===== config.mk =====
export PLATFORM = sky130hd
export DESIGN_NAME = dct_timer
export DESIGN_NICKNAME = d
export VERILOG_FILES = /design/src/rtl/dct_pkg.sv /design/src/rtl/dct_fifo.sv /design/src/rtl/dct_gap_ctr.sv /design/src/rtl/dct_flight.sv /design/src/rtl/dct_timer.sv
export SDC_FILE = /design/constraint.sdc
export NUM_CORES = 1
export LEC_CHECK = 0
export BUFFER_PORTS_ARGS = -buffer_cell sky130_fd_sc_hd__buf_2
export CORE_MARGIN = 2
export CORE_UTILIZATION = 55
export CTS_CLUSTER_DIAMETER = 100
export CTS_CLUSTER_SIZE = 24
export DETAILED_ROUTE_END_ITERATION = 7
export GPL_ROUTABILITY_DRIVEN = 0
export GPL_TIMING_DRIVEN = 1
export PLACE_DENSITY = 0.74
export SLEW_MARGIN = 20
export SYNTH_ARGS = -nofsm -noshare
export SYNTH_HDL_FRONTEND = slang
export SYNTH_SLANG_ARGS = --single-unit

===== constraint.sdc =====
create_clock -name clk -period 3.47 [get_ports clk]
set_input_delay 0.347 -clock clk [delete_from_list [all_inputs] [get_ports clk]]
set_output_delay 0.347 -clock clk [all_outputs]
set_load 0.01 [all_outputs]

===== src/rtl/dct_pkg.sv =====
package dct_pkg;

  // Relation of an access to the access started just before it.
  typedef enum logic [1:0] {
    LOC_FIRST      = 2'd0,
    LOC_OTHER_RANK = 2'd1,
    LOC_SAME_RANK  = 2'd2,
    LOC_SAME_BANK  = 2'd3
  } locality_e;

  function automatic locality_e classify(input logic have_prev,
                                         input logic rank_eq,
                                         input logic bank_eq);
    if (!have_prev)          return LOC_FIRST;
    if (rank_eq && bank_eq)  return LOC_SAME_BANK;
    if (rank_eq)             return LOC_SAME_RANK;
    return LOC_OTHER_RANK;
  endfunction

  function automatic int unsigned max2(input int unsigned a, input int unsigned b);
    return (a > b) ? a : b;
  endfunction

endpackage


===== src/rtl/dct_fifo.sv =====
module dct_fifo #(
  parameter int W     = 8,
  parameter int DEPTH = 4
) (
  input  logic         clk,
  input  logic         rst_n,
  input  logic         push,
  input  logic [W-1:0] push_data,
  input  logic         pop,
  output logic         in_ready,
  output logic         out_valid,
  output logic [W-1:0] out_data
);
  localparam int PTR_W = (DEPTH > 1) ? $clog2(DEPTH) : 1;

  logic [W-1:0]     mem [DEPTH];
  logic [PTR_W-1:0] wr_ptr, rd_ptr;
  logic [PTR_W:0]   fill;

  function automatic logic [PTR_W-1:0] step(input logic [PTR_W-1:0] p);
    return (p == PTR_W'(DEPTH - 1)) ? '0 : p + 1'b1;
  endfunction

  assign in_ready  = (fill != (PTR_W + 1)'(DEPTH));
  assign out_valid = (fill != '0);
  assign out_data  = mem[rd_ptr];

  always_ff @(posedge clk or negedge rst_n) begin
    if (!rst_n) begin
      wr_ptr <= '0;
      rd_ptr <= '0;
      fill   <= '0;
    end else begin
      if (push) wr_ptr <= step(wr_ptr);
      if (pop)  rd_ptr <= step(rd_ptr);
      fill <= fill + {{PTR_W{1'b0}}, push} - {{PTR_W{1'b0}}, pop};
    end
  end

  always_ff @(posedge clk) begin
    if (push) mem[wr_ptr] <= push_data;
  end

endmodule


===== src/rtl/dct_gap_ctr.sv =====
// Hold-off counter: after a load it reports busy for GAP-1 cycles, so the
// next start it guards can happen GAP cycles after the loading start.
module dct_gap_ctr #(
  parameter int CNT_W = 4,
  parameter int GAP   = 2
) (
  input  logic clk,
  input  logic rst_n,
  input  logic load,
  output logic busy
);
  if (GAP <= 1) begin : g_free
    assign busy = 1'b0;
  end else begin : g_count
    logic [CNT_W-1:0] remain;

    always_ff @(posedge clk or negedge rst_n) begin
      if (!rst_n)              remain <= '0;
      else if (load)           remain <= CNT_W'(GAP - 1);
      else if (remain != '0)   remain <= remain - 1'b1;
    end

    assign busy = (remain != '0);
  end

endmodule


===== src/rtl/dct_flight.sv =====
// Carries each started access through its command, row, column and burst
// phases; the last stage marks the cycle after the burst ends.
module dct_flight #(
  parameter int STAGES = 9,
  parameter int TAG_W  = 4,
  parameter int LAT_W  = 8
) (
  input  logic             clk,
  input  logic             rst_n,
  input  logic             start,
  input  logic [TAG_W-1:0] start_tag,
  input  logic [LAT_W-1:0] start_stamp,
  input  logic [LAT_W-1:0] now,
  output logic             fin,
  output logic [TAG_W-1:0] fin_tag,
  output logic [LAT_W-1:0] fin_lat
);
  logic [STAGES-1:0] live;
  logic [TAG_W-1:0]  tag_q   [STAGES];
  logic [LAT_W-1:0]  stamp_q [STAGES];

  always_ff @(posedge clk or negedge rst_n) begin
    if (!rst_n) live <= '0;
    else        live <= {live[STAGES-2:0], start};
  end

  always_ff @(posedge clk) begin
    tag_q[0]   <= start_tag;
    stamp_q[0] <= start_stamp;
    for (int k = 1; k < STAGES; k++) begin
      tag_q[k]   <= tag_q[k-1];
      stamp_q[k] <= stamp_q[k-1];
    end
  end

  assign fin     = live[STAGES-1];
  assign fin_tag = tag_q[STAGES-1];
  assign fin_lat = now - stamp_q[STAGES-1];

endmodule


===== src/rtl/dct_timer.sv =====
module dct_timer
  import dct_pkg::*;
#(
  parameter int N_RANK  = 4,
  parameter int N_BANK  = 4,
  parameter int TAG_W   = 4,
  parameter int LAT_W   = 8,
  parameter int Q_DEPTH = 4,
  parameter int T_CMD   = 1,
  parameter int T_RCD   = 3,
  parameter int T_CAS   = 3,
  parameter int T_RAS   = 8,
  parameter int T_RP    = 3,
  parameter int T_BURST = 2,
  localparam int RANK_W = (N_RANK > 1) ? $clog2(N_RANK) : 1,
  localparam int BANK_W = (N_BANK > 1) ? $clog2(N_BANK) : 1
) (
  input  logic              clk,
  input  logic              rst_n,
  input  logic              req_valid,
  output logic              req_ready,
  input  logic [RANK_W-1:0] req_rank,
  input  logic [BANK_W-1:0] req_bank,
  input  logic [TAG_W-1:0]  req_tag,
  output logic              done,
  output logic [TAG_W-1:0]  done_tag,
  output logic [LAT_W-1:0]  done_lat
);
  localparam int G_BANK   = T_RAS + T_RP;
  localparam int G_RANK   = T_RP + T_RCD;
  localparam int G_BUS    = T_BURST;
  localparam int DATA_LAT = T_CMD + T_RCD + T_CAS + T_BURST;
  localparam int CNT_W    = $clog2(max2(max2(G_BANK, G_RANK), G_BUS) + 1);
  localparam int ENT_W    = RANK_W + BANK_W + TAG_W;

  if (T_RAS < T_RCD + T_CAS + T_BURST) begin : g_bad_ras
    $error("row active time shorter than its row, column and burst phases");
  end
  if (DATA_LAT < 2) begin : g_bad_lat
    $error("data latency must be at least two cycles");
  end

  logic              head_valid, issue, blocked;
  logic [ENT_W-1:0]  head_ent;
  logic [RANK_W-1:0] head_rank;
  logic [BANK_W-1:0] head_bank;
  logic [TAG_W-1:0]  head_tag;

  dct_fifo #(.W(ENT_W), .DEPTH(Q_DEPTH)) u_queue (
    .clk       (clk),
    .rst_n     (rst_n),
    .push      (req_valid & req_ready),
    .push_data ({req_rank, req_bank, req_tag}),
    .pop       (issue),
    .in_ready  (req_ready),
    .out_valid (head_valid),
    .out_data  (head_ent)
  );

  assign {head_rank, head_bank, head_tag} = head_ent;

  // Hold-off trackers: one per bank, one per rank, one for the data bus.
  logic [N_RANK-1:0][N_BANK-1:0] bank_busy;
  logic [N_RANK-1:0]             rank_busy;
  logic                          bus_busy;

  for (genvar r = 0; r < N_RANK; r++) begin : g_rank
    logic rank_hit;
    assign rank_hit = issue && (head_rank == RANK_W'(r));

    dct_gap_ctr #(.CNT_W(CNT_W), .GAP(G_RANK)) u_rank_hold (
      .clk   (clk),
      .rst_n (rst_n),
      .load  (rank_hit),
      .busy  (rank_busy[r])
    );

    for (genvar b = 0; b < N_BANK; b++) begin : g_bank
      dct_gap_ctr #(.CNT_W(CNT_W), .GAP(G_BANK)) u_bank_hold (
        .clk   (clk),
        .rst_n (rst_n),
        .load  (rank_hit && (head_bank == BANK_W'(b))),
        .busy  (bank_busy[r][b])
      );
    end
  end

  dct_gap_ctr #(.CNT_W(CNT_W), .GAP(G_BUS)) u_bus_hold (
    .clk   (clk),
    .rst_n (rst_n),
    .load  (issue),
    .busy  (bus_busy)
  );

  assign blocked = bank_busy[head_rank][head_bank] | rank_busy[head_rank] | bus_busy;
  assign issue   = head_valid & ~blocked;

  // Time stamp of the cycle the current head arrived at the head position.
  logic [LAT_W-1:0] now, stamp_q, head_stamp;
  logic             fresh_q;

  always_ff @(posedge clk or negedge rst_n) begin
    if (!rst_n) begin
      now     <= '0;
      stamp_q <= '0;
      fresh_q <= 1'b1;
    end else begin
      now     <= now + 1'b1;
      fresh_q <= issue | ~head_valid;
      if (head_valid && fresh_q) stamp_q <= now;
    end
  end

  assign head_stamp = fresh_q ? now : stamp_q;

  dct_flight #(.STAGES(DATA_LAT), .TAG_W(TAG_W), .LAT_W(LAT_W)) u_flight (
    .clk         (clk),
    .rst_n       (rst_n),
    .start       (issue),
    .start_tag   (head_tag),
    .start_stamp (head_stamp),
    .now         (now),
    .fin         (done),
    .fin_tag     (done_tag),
    .fin_lat     (done_lat)
  );

endmodule


== After elaboration in Yosys (flattened, before gate mapping) ==
Memory sizes are Yosys's and may differ from the RTL's.
Cells that the tools add are included.

* Multiplexer cells: 53
* Equal/unequal tests: 9
* Reduce and logical (&&, ||, !) cells: 66
* $add $sub $neg: 27
* Order comparisons: 2
* Bitwise gates (word level): 7

{| class="wikitable"
|+ Operator list
! cell !! number
|-
| $mux W4 || 43
|-
| $reduce_bool A4 Y1 || 21
|-
| $sub A4 B1 Y4 const B || 21
|-
| $reduce_bool A2 Y1 || 21
|-
| $logic_and A1 B1 Y1 || 21
|-
| $eq A2 B2 Y1 const B || 6
|-
| $add A8 B1 Y8 const B || 1
|-
| $bmux W4 S2 || 1
|-
| $mux W8 || 1
|-
| $sub A8 B8 Y8 || 1
|-
| $lt A2 B3 Y1 const B || 2
|-
| $add A2 B1 Y2 const B || 2
|-
| $bmux W1 S2 || 2
|-
| $eq A2 B1 Y1 const B || 2
|-
| $logic_not A2 Y1 || 2
|-
| $mux W1 || 4
|-
| $mux W2 || 2
|-
| $add A3 B1 Y3 || 1
|-
| $ne A3 B3 Y1 const B || 1
|-
| $or A1 B1 Y1 || 3
|-
| $reduce_bool A3 Y1 || 1
|-
| $sub A3 B1 Y3 || 1
|-
| $and A1 B1 Y1 || 2
|-
| $not A1 Y1 || 2
|}

* Register bits after elaboration: 117
* Memories kept: 3
* Output and inout port bits: 14
* Logic and storage cells: 195
* Bits in writable memories: 140

{| class="wikitable"
|+ Memories
! name !! depth !! bits a word !! rd ports !! clocked after Yosys merged registers in !! write ports !! line !! RTL
|-
| u_flight.stamp_q || 9 || 8 || 9 || 0 || 9 || dct_flight.sv:20 || <nowiki>logic [LAT_W-1:0] stamp_q [STAGES];</nowiki>
|-
| u_flight.tag_q || 9 || 4 || 9 || 0 || 9 || dct_flight.sv:19 || <nowiki>logic [TAG_W-1:0] tag_q [STAGES];</nowiki>
|-
| u_queue.mem || 4 || 8 || 1 || 0 || 1 || dct_fifo.sv:16 || <nowiki>logic [W-1:0] mem [DEPTH];</nowiki>
|}

== Longest topological paths before layout ==
* Depth after elaboration: 12
* Gate-level depth with buffers: 15
* Mapped depth without buffers: 14

== Hierarchy ==
Synthesis repeated with hierarchy kept, for this count alone.

* Cells, all modules: 841
* Area total of the unflattened synthesis: 10395.0 um^2

{| class="wikitable"
|+ Modules (own cells, without submodules)
! module !! cells each !! area each (um^2) !! seq. area each (um^2) !! times used
|-
| dct_gap_ctr at g_rank[0].g_bank[0].u_bank_hold ... || 23 || 230.2 || 100.1 || 16
|-
| dct_flight || 164 || 2748.9 || 2387.3 || 1
|-
| dct_fifo || 78 || 1565.3 || 1136.1 || 1
|-
| dct_timer || 115 || 1162.4 || 426.7 || 1
|-
| dct_gap_ctr at g_rank[0].u_rank_hold ... || 24 || 255.2 || 100.1 || 4
|-
| dct_gap_ctr at u_bus_hold || 20 || 214.0 || 100.1 || 1
|}

== Least setup slack after synthesis ==
OpenSTA, ideal clock, no wires.

* Path kind: register -> register
* Start: register u_queue.rd_ptr[0]
* End: register u_queue.fill[2]
* Data required time: 3.344 ns
* Cell stages (with the launch flop): 15
* Path slack: -0.317 ns
* Path buffers: 2
* Data arrival time: 3.661 ns
* Path through: dfrtp_1 -> buf_6 -> mux4_2 -> buf_6 -> mux2i_1 -> a221o_1 -> a222oi_1 -> nand2_1 -> nor2_1 -> xnor2_1 -> ha_1 -> inv_1 -> fa_1 -> xnor2_1 -> xnor2_1

* Cells in the longest elaborated chain, start to end: 10
* Elaborated cells on any way between the ends: 12
* Classes of those cells: add/sub: 1; mux: 6; bitwise: 4; memory: 1

{| class="wikitable"
|+ Ends and longest elaborated chain
! item !! line !! RTL
|-
| start, declared || dct_fifo.sv:17 || <nowiki>logic [PTR_W-1:0] wr_ptr, rd_ptr;</nowiki>
|-
| start signal, assigned || dct_fifo.sv:35 || <nowiki>if (pop) rd_ptr <= step(rd_ptr);</nowiki>
|-
| $mem_v2 Z4 W8 * || -- ||
|-
| $bmux W4 S2 || dct_timer.sv:95 || <nowiki>assign blocked = bank_busy[head_rank][head_bank] | rank_busy[head_rank] | bus_busy;</nowiki>
|-
| $mux W4 (not written as such) || dct_timer.sv:95 ||
|-
| $bmux W1 S2 || dct_timer.sv:95 ||
|-
| $mux W1 (not written as such) || dct_timer.sv:95 ||
|-
| $or A1 B1 Y1 * (2 in series) || dct_timer.sv:95 ||
|-
| $not A1 Y1 * || dct_timer.sv:96 || <nowiki>assign issue = head_valid & ~blocked;</nowiki>
|-
| $and A1 B1 Y1 * || dct_timer.sv:96 ||
|-
| net issue || dct_timer.sv:43 || <nowiki>logic head_valid, issue, blocked;</nowiki>
|-
| $sub A3 B1 Y3 * || dct_fifo.sv:36 || <nowiki>fill <= fill + {{PTR_W{1'b0}}, push} - {{PTR_W{1'b0}}, pop};</nowiki>
|-
| end signal, assigned || dct_fifo.sv:36 ||
|-
| end, declared || dct_fifo.sv:18 || <nowiki>logic [PTR_W:0] fill;</nowiki>
|}

Mark *: on every way through the listed nets, which the timed path passes. The rest lies on a longest branch. The select of a mux whose other input is x is not followed.
A chain may end at the register's enable or synchronous reset.

== Worst setup path after layout ==
Ends and elaborated chain as after synthesis.

==> results_dict.tcl <==
set metrics [dict create \
    cts_buffer_depth 3 \
    synth_compound_area_share_pct 4.863 \
    wire_per_inst_um 15.24 \
    critPathMostFrequentCell "xnor2_1" \
    ys_types 48 \
    numCtsBuffers 14 \
    synth_fa_ha_area_share_pct 7.588 \
    worstHoldPathType "in -> async" \
    syn_inst 743 \
    num_rows 48 \
    clock_power_share_pct 16.7 \
    synth_mux_area_share_pct 5.997 \
    rsz0062_at_grt "false" \
    portBuffers 24 \
    drv_cap 0 \
    hold_slack_ns -0.01578 \
    synth_nets 811 \
    hold_viol 24 \
    antenna_found_initial 0 \
    worstMarginPinSlew_ns 0.8884 \
    synthArstFlopShare_pct 45.53 \
    synthFlopType "dfrtp_1" \
    p_int_mw 6.885 \
    period_share_pct 96.35 \
    start_util_pct 55.87 \
    die_y_um 136.1 \
    cts_tree "done" \
    grt_max_degree 71 \
    worstPathRequired_ns 3.84 \
    die_area_um2 18520 \
    grt_usage_pct 17.98 \
    final_cell_mix "115 x dfrtp_1, 108 x dfxtp_1, 58 x inv_1" \
    placed_area_um2 10190 \
    yosys.area_share.simple_pct 10.61 \
    use_met2_pct 32.33 \
    vias 5442 \
    design_area_um2 10620 \
    p_per_area_nw_per_um2 962.2 \
    failed_checks "negative hold slack" \
    setup_ws_ns 0.1267 \
    fin_skew_ns 0.01212 \
    drt_iter0_markers 237 \
    rr_endpoint "u_queue.fill[2]" \
    crit_path_end_kind "register" \
    max_stage_delay_ns 0.58 \
    core_um2 17180 \
    areaGrowthSynthToFinish_pct 10.68 \
    drive_gt1_share_pct 14.64 \
    place_hpwl_mm 11.40 \
    busiest_layer "met2" \
    yosys_warnings 0 \
    drc 0 \
    syn_area_per_cell_um2 12.92 \
    grt_pass1_wl_mm 26.77 \
    clock-sinks 257 \
    cts.clk_slew.worst_paths_ns 0.10 \
    p_sw_mw 3.336 \
    antenna_cells 0 \
    gr-usage-met1_pct 22.47 \
    synth_edf_count 32 \
    seqPwrFrac_pct 47.5 \
    synth_top_family_by_area "simple AND/OR/NAND/NOR gates" \
    synthesis.area_um2 9597 \
    timing.critical_path.cells "mux4_2 -> mux2i_1 -> a221o_1 -> a222oi_1 -> nand2_1 -> nor2_4 -> xnor2_1 -> ha_2 -> inv_1 -> fa_2 -> xnor2_2 -> xnor2_1" \
    status "finished with violations" \
    fp.dieW_um 136.1 \
    grt_pass1_vias 5759 \
    post-place-ws_ns 0.06715 \
    ys_seq_area_share_pct 63.06 \
    swShare_pct 32.64 \
    setup_violations 0 \
    p_comb_share_pct 35.8 \
    routed_wl_mm 15.82 \
    leakage_nw 4.743 \
    htree_levels 1 \
    arrival_ns 3.71 \
    drt.antenna.violating_nets 0 \
    cts_root_buf "clkbuf_16" \
    r2r_setup_slack_ns 0.13 \
    grt_overflow_total 0 \
    cp_max_fo 4 \
    setup.worst_path.end "u_queue.fill[2]" \
    dr.pass1.iters 4 \
    vdd_drop_max_v 0.0005977 \
    layout_commonest_cell "dfrtp_1" \
    synth-xor-area-share_pct 5.020 \
    max_freq_mhz 299.1 \
    grtUsageMet3_pct 2.461 \
    viasPerCell 5.243 \
    crit_type "reg -> reg" \
    nets 873 \
    num_io_pins 25 \
    timing.rr.start "u_queue.rd_ptr[0]" \
    period_needed_ns 3.343 \
    insertion_delay_ns 0.48 \
    maxSlewHeadroom_pct 40.78 \
    slowest_stage "mux4_2" \
    startpoint "u_queue.rd_ptr[0]" \
    drv_slew 0 \
    crit_path_start_kind "register" \
    synth_seq_cells 257 \
    reg2regPathDepth 12 \
]
==> power groups by stage <==
stage | logic [mW] | registers, mW | clock network [mW]
floorplan | 2.73 | 4.72 | 0
global placement | 3.36 | 4.81 | 0
detailed placement | 3.65 | 4.92 | 0
CTS | 3.68 | 4.86 | 1.76
global route | 4.13 | 4.99 | 1.89
finish | 3.66 | 4.85 | 1.71
==> cell families after synthesis <==
logic type,after synthesis
flops,257
simple gates,193
compound gates,71
buf+inv,68
fa+ha+maj,57
xor+xnor,55
mux,42
==> Yosys cell counts, types with 3 or more instances <==
| master | instances | area (um^2) |
|---|---|---|
| a21o_1 | 9 | 67.56 |
| a21oi_1 | 22 | 110.1 |
| a221o_1 | 9 | 90.09 |
| and2_1 | 11 | 68.82 |
| and3_1 | 6 | 37.54 |
| clkbuf_1 | 4 | 15.01 |
| dfrtp_1 | 116 | 2903 |
| dfxtp_1 | 108 | 2162 |
| edfxtp_1 | 32 | 960.9 |
| ha_1 | 55 | 688.2 |
| inv_1 | 59 | 221.5 |
| mux2_2 | 24 | 270.3 |
| mux2i_1 | 8 | 80.08 |
| mux4_2 | 10 | 225.2 |
| nand2_1 | 50 | 187.7 |
| nand2b_1 | 12 | 75.07 |
| nand3_1 | 8 | 40.04 |
| nor2_1 | 27 | 101.4 |
| nor2b_1 | 3 | 18.77 |
| nor3_1 | 26 | 130.1 |
| nor3b_1 | 18 | 135.1 |
| o211ai_1 | 4 | 30.03 |
| o21ai_0 | 19 | 95.09 |
| or3_1 | 22 | 137.6 |
| xnor2_1 | 49 | 429.2 |
| xor2_1 | 6 | 52.55 |
==> layer usage <==
metal / vias to the layer above / share of wire, % / routed length (um)
met4: 0 / 2.8 / 443
met3: 33 / 3.1 / 484
met1: 2680 / 43 / 6763
met5: - / 0 / 0
met2: 88 / 51 / 8133
li1: 2641 / - / -
==> registers in the layout, summed over array words and instances, names as in the netlist <==
signal                                    flops
u_flight.stamp_q                             72
g_rank.g_bank.u_bank_hold.g_count.remain     64
u_flight.tag_q                               36
u_queue.mem                                  32
g_rank.u_rank_hold.g_count.remain            16
u_flight.live                                 9
now                                           8
stamp_q                                       8
u_bus_hold.g_count.remain                     4
u_queue.fill                                  3
u_queue.rd_ptr                                2
u_queue.wr_ptr                                2
fresh_q                                       1
==> through the flow <==
stage	cells	power, mW	setup TNS [ns]	utilization (%)
3_5_place_dp	1013	8.565	0	59.30
5_1_grt	1038	11.01	0	61.84
4_1_cts	1037	10.30	0	61.71
2_1_floorplan	743	7.453	-0.4220	-
6_report	1038	10.22	0	61.84
3_3_place_gp	1013	8.174	0	59.30
==> timing repair <==
action,in CTS,in global routing
gates resized for setup,0,5
hold buffers,0,0
buffers inserted,0,1
endpoints found under the setup margin,0,2
==> worst min path at each step <==
stage	slack, ns	depth (start not counted)	from	end
finish	-0.02	1	rst_n	asynchronous set/reset pin
floorplan	0.05	0	rst_n	asynchronous set/reset pin
detailed placement	0.31	0	u_flight.stamp_q[0][11]	u_flight.stamp_q[0][19]
CTS	0.01	1	rst_n	g_rank[1].u_rank_hold.g_count.remain[1]
global placement	0.31	0	u_flight.tag_q[6][3]	u_flight.tag_q[7][3]
global route	0.05	1	rst_n	asynchronous set/reset pin
==> layout make-up <==
class / count / area [um^2]
Clock buffer: 23 / 405.4
Fill cell: 1295 / 6555
Sequential cell: 257 / 6053
Tap cell: 225 / 281.5
Inverter: 59 / 221.5
Clock inverter: 1 / 8.758
Timing Repair Buffer: 55 / 355.3
Multi-Input combinational cell: 418 / 3296
==> worst max-delay path: cells and delay by family, from the launching register on <==
| family | cells | cell delay [ns] |
|---|---|---|
| flip-flops | 1 | 0.43 |
| multiplexers | 2 | 0.73 |
| AND/OR/NAND/NOR | 2 | 0.32 |
| adder cells (fa/ha/maj) | 2 | 0.53 |
| AO/OA/AOI/OAI | 2 | 0.76 |
| buffers and inverters | 1 | 0.05 |
| XOR/XNOR | 3 | 0.41 |
No activity file was read; power rests on OpenSTA's default activity.
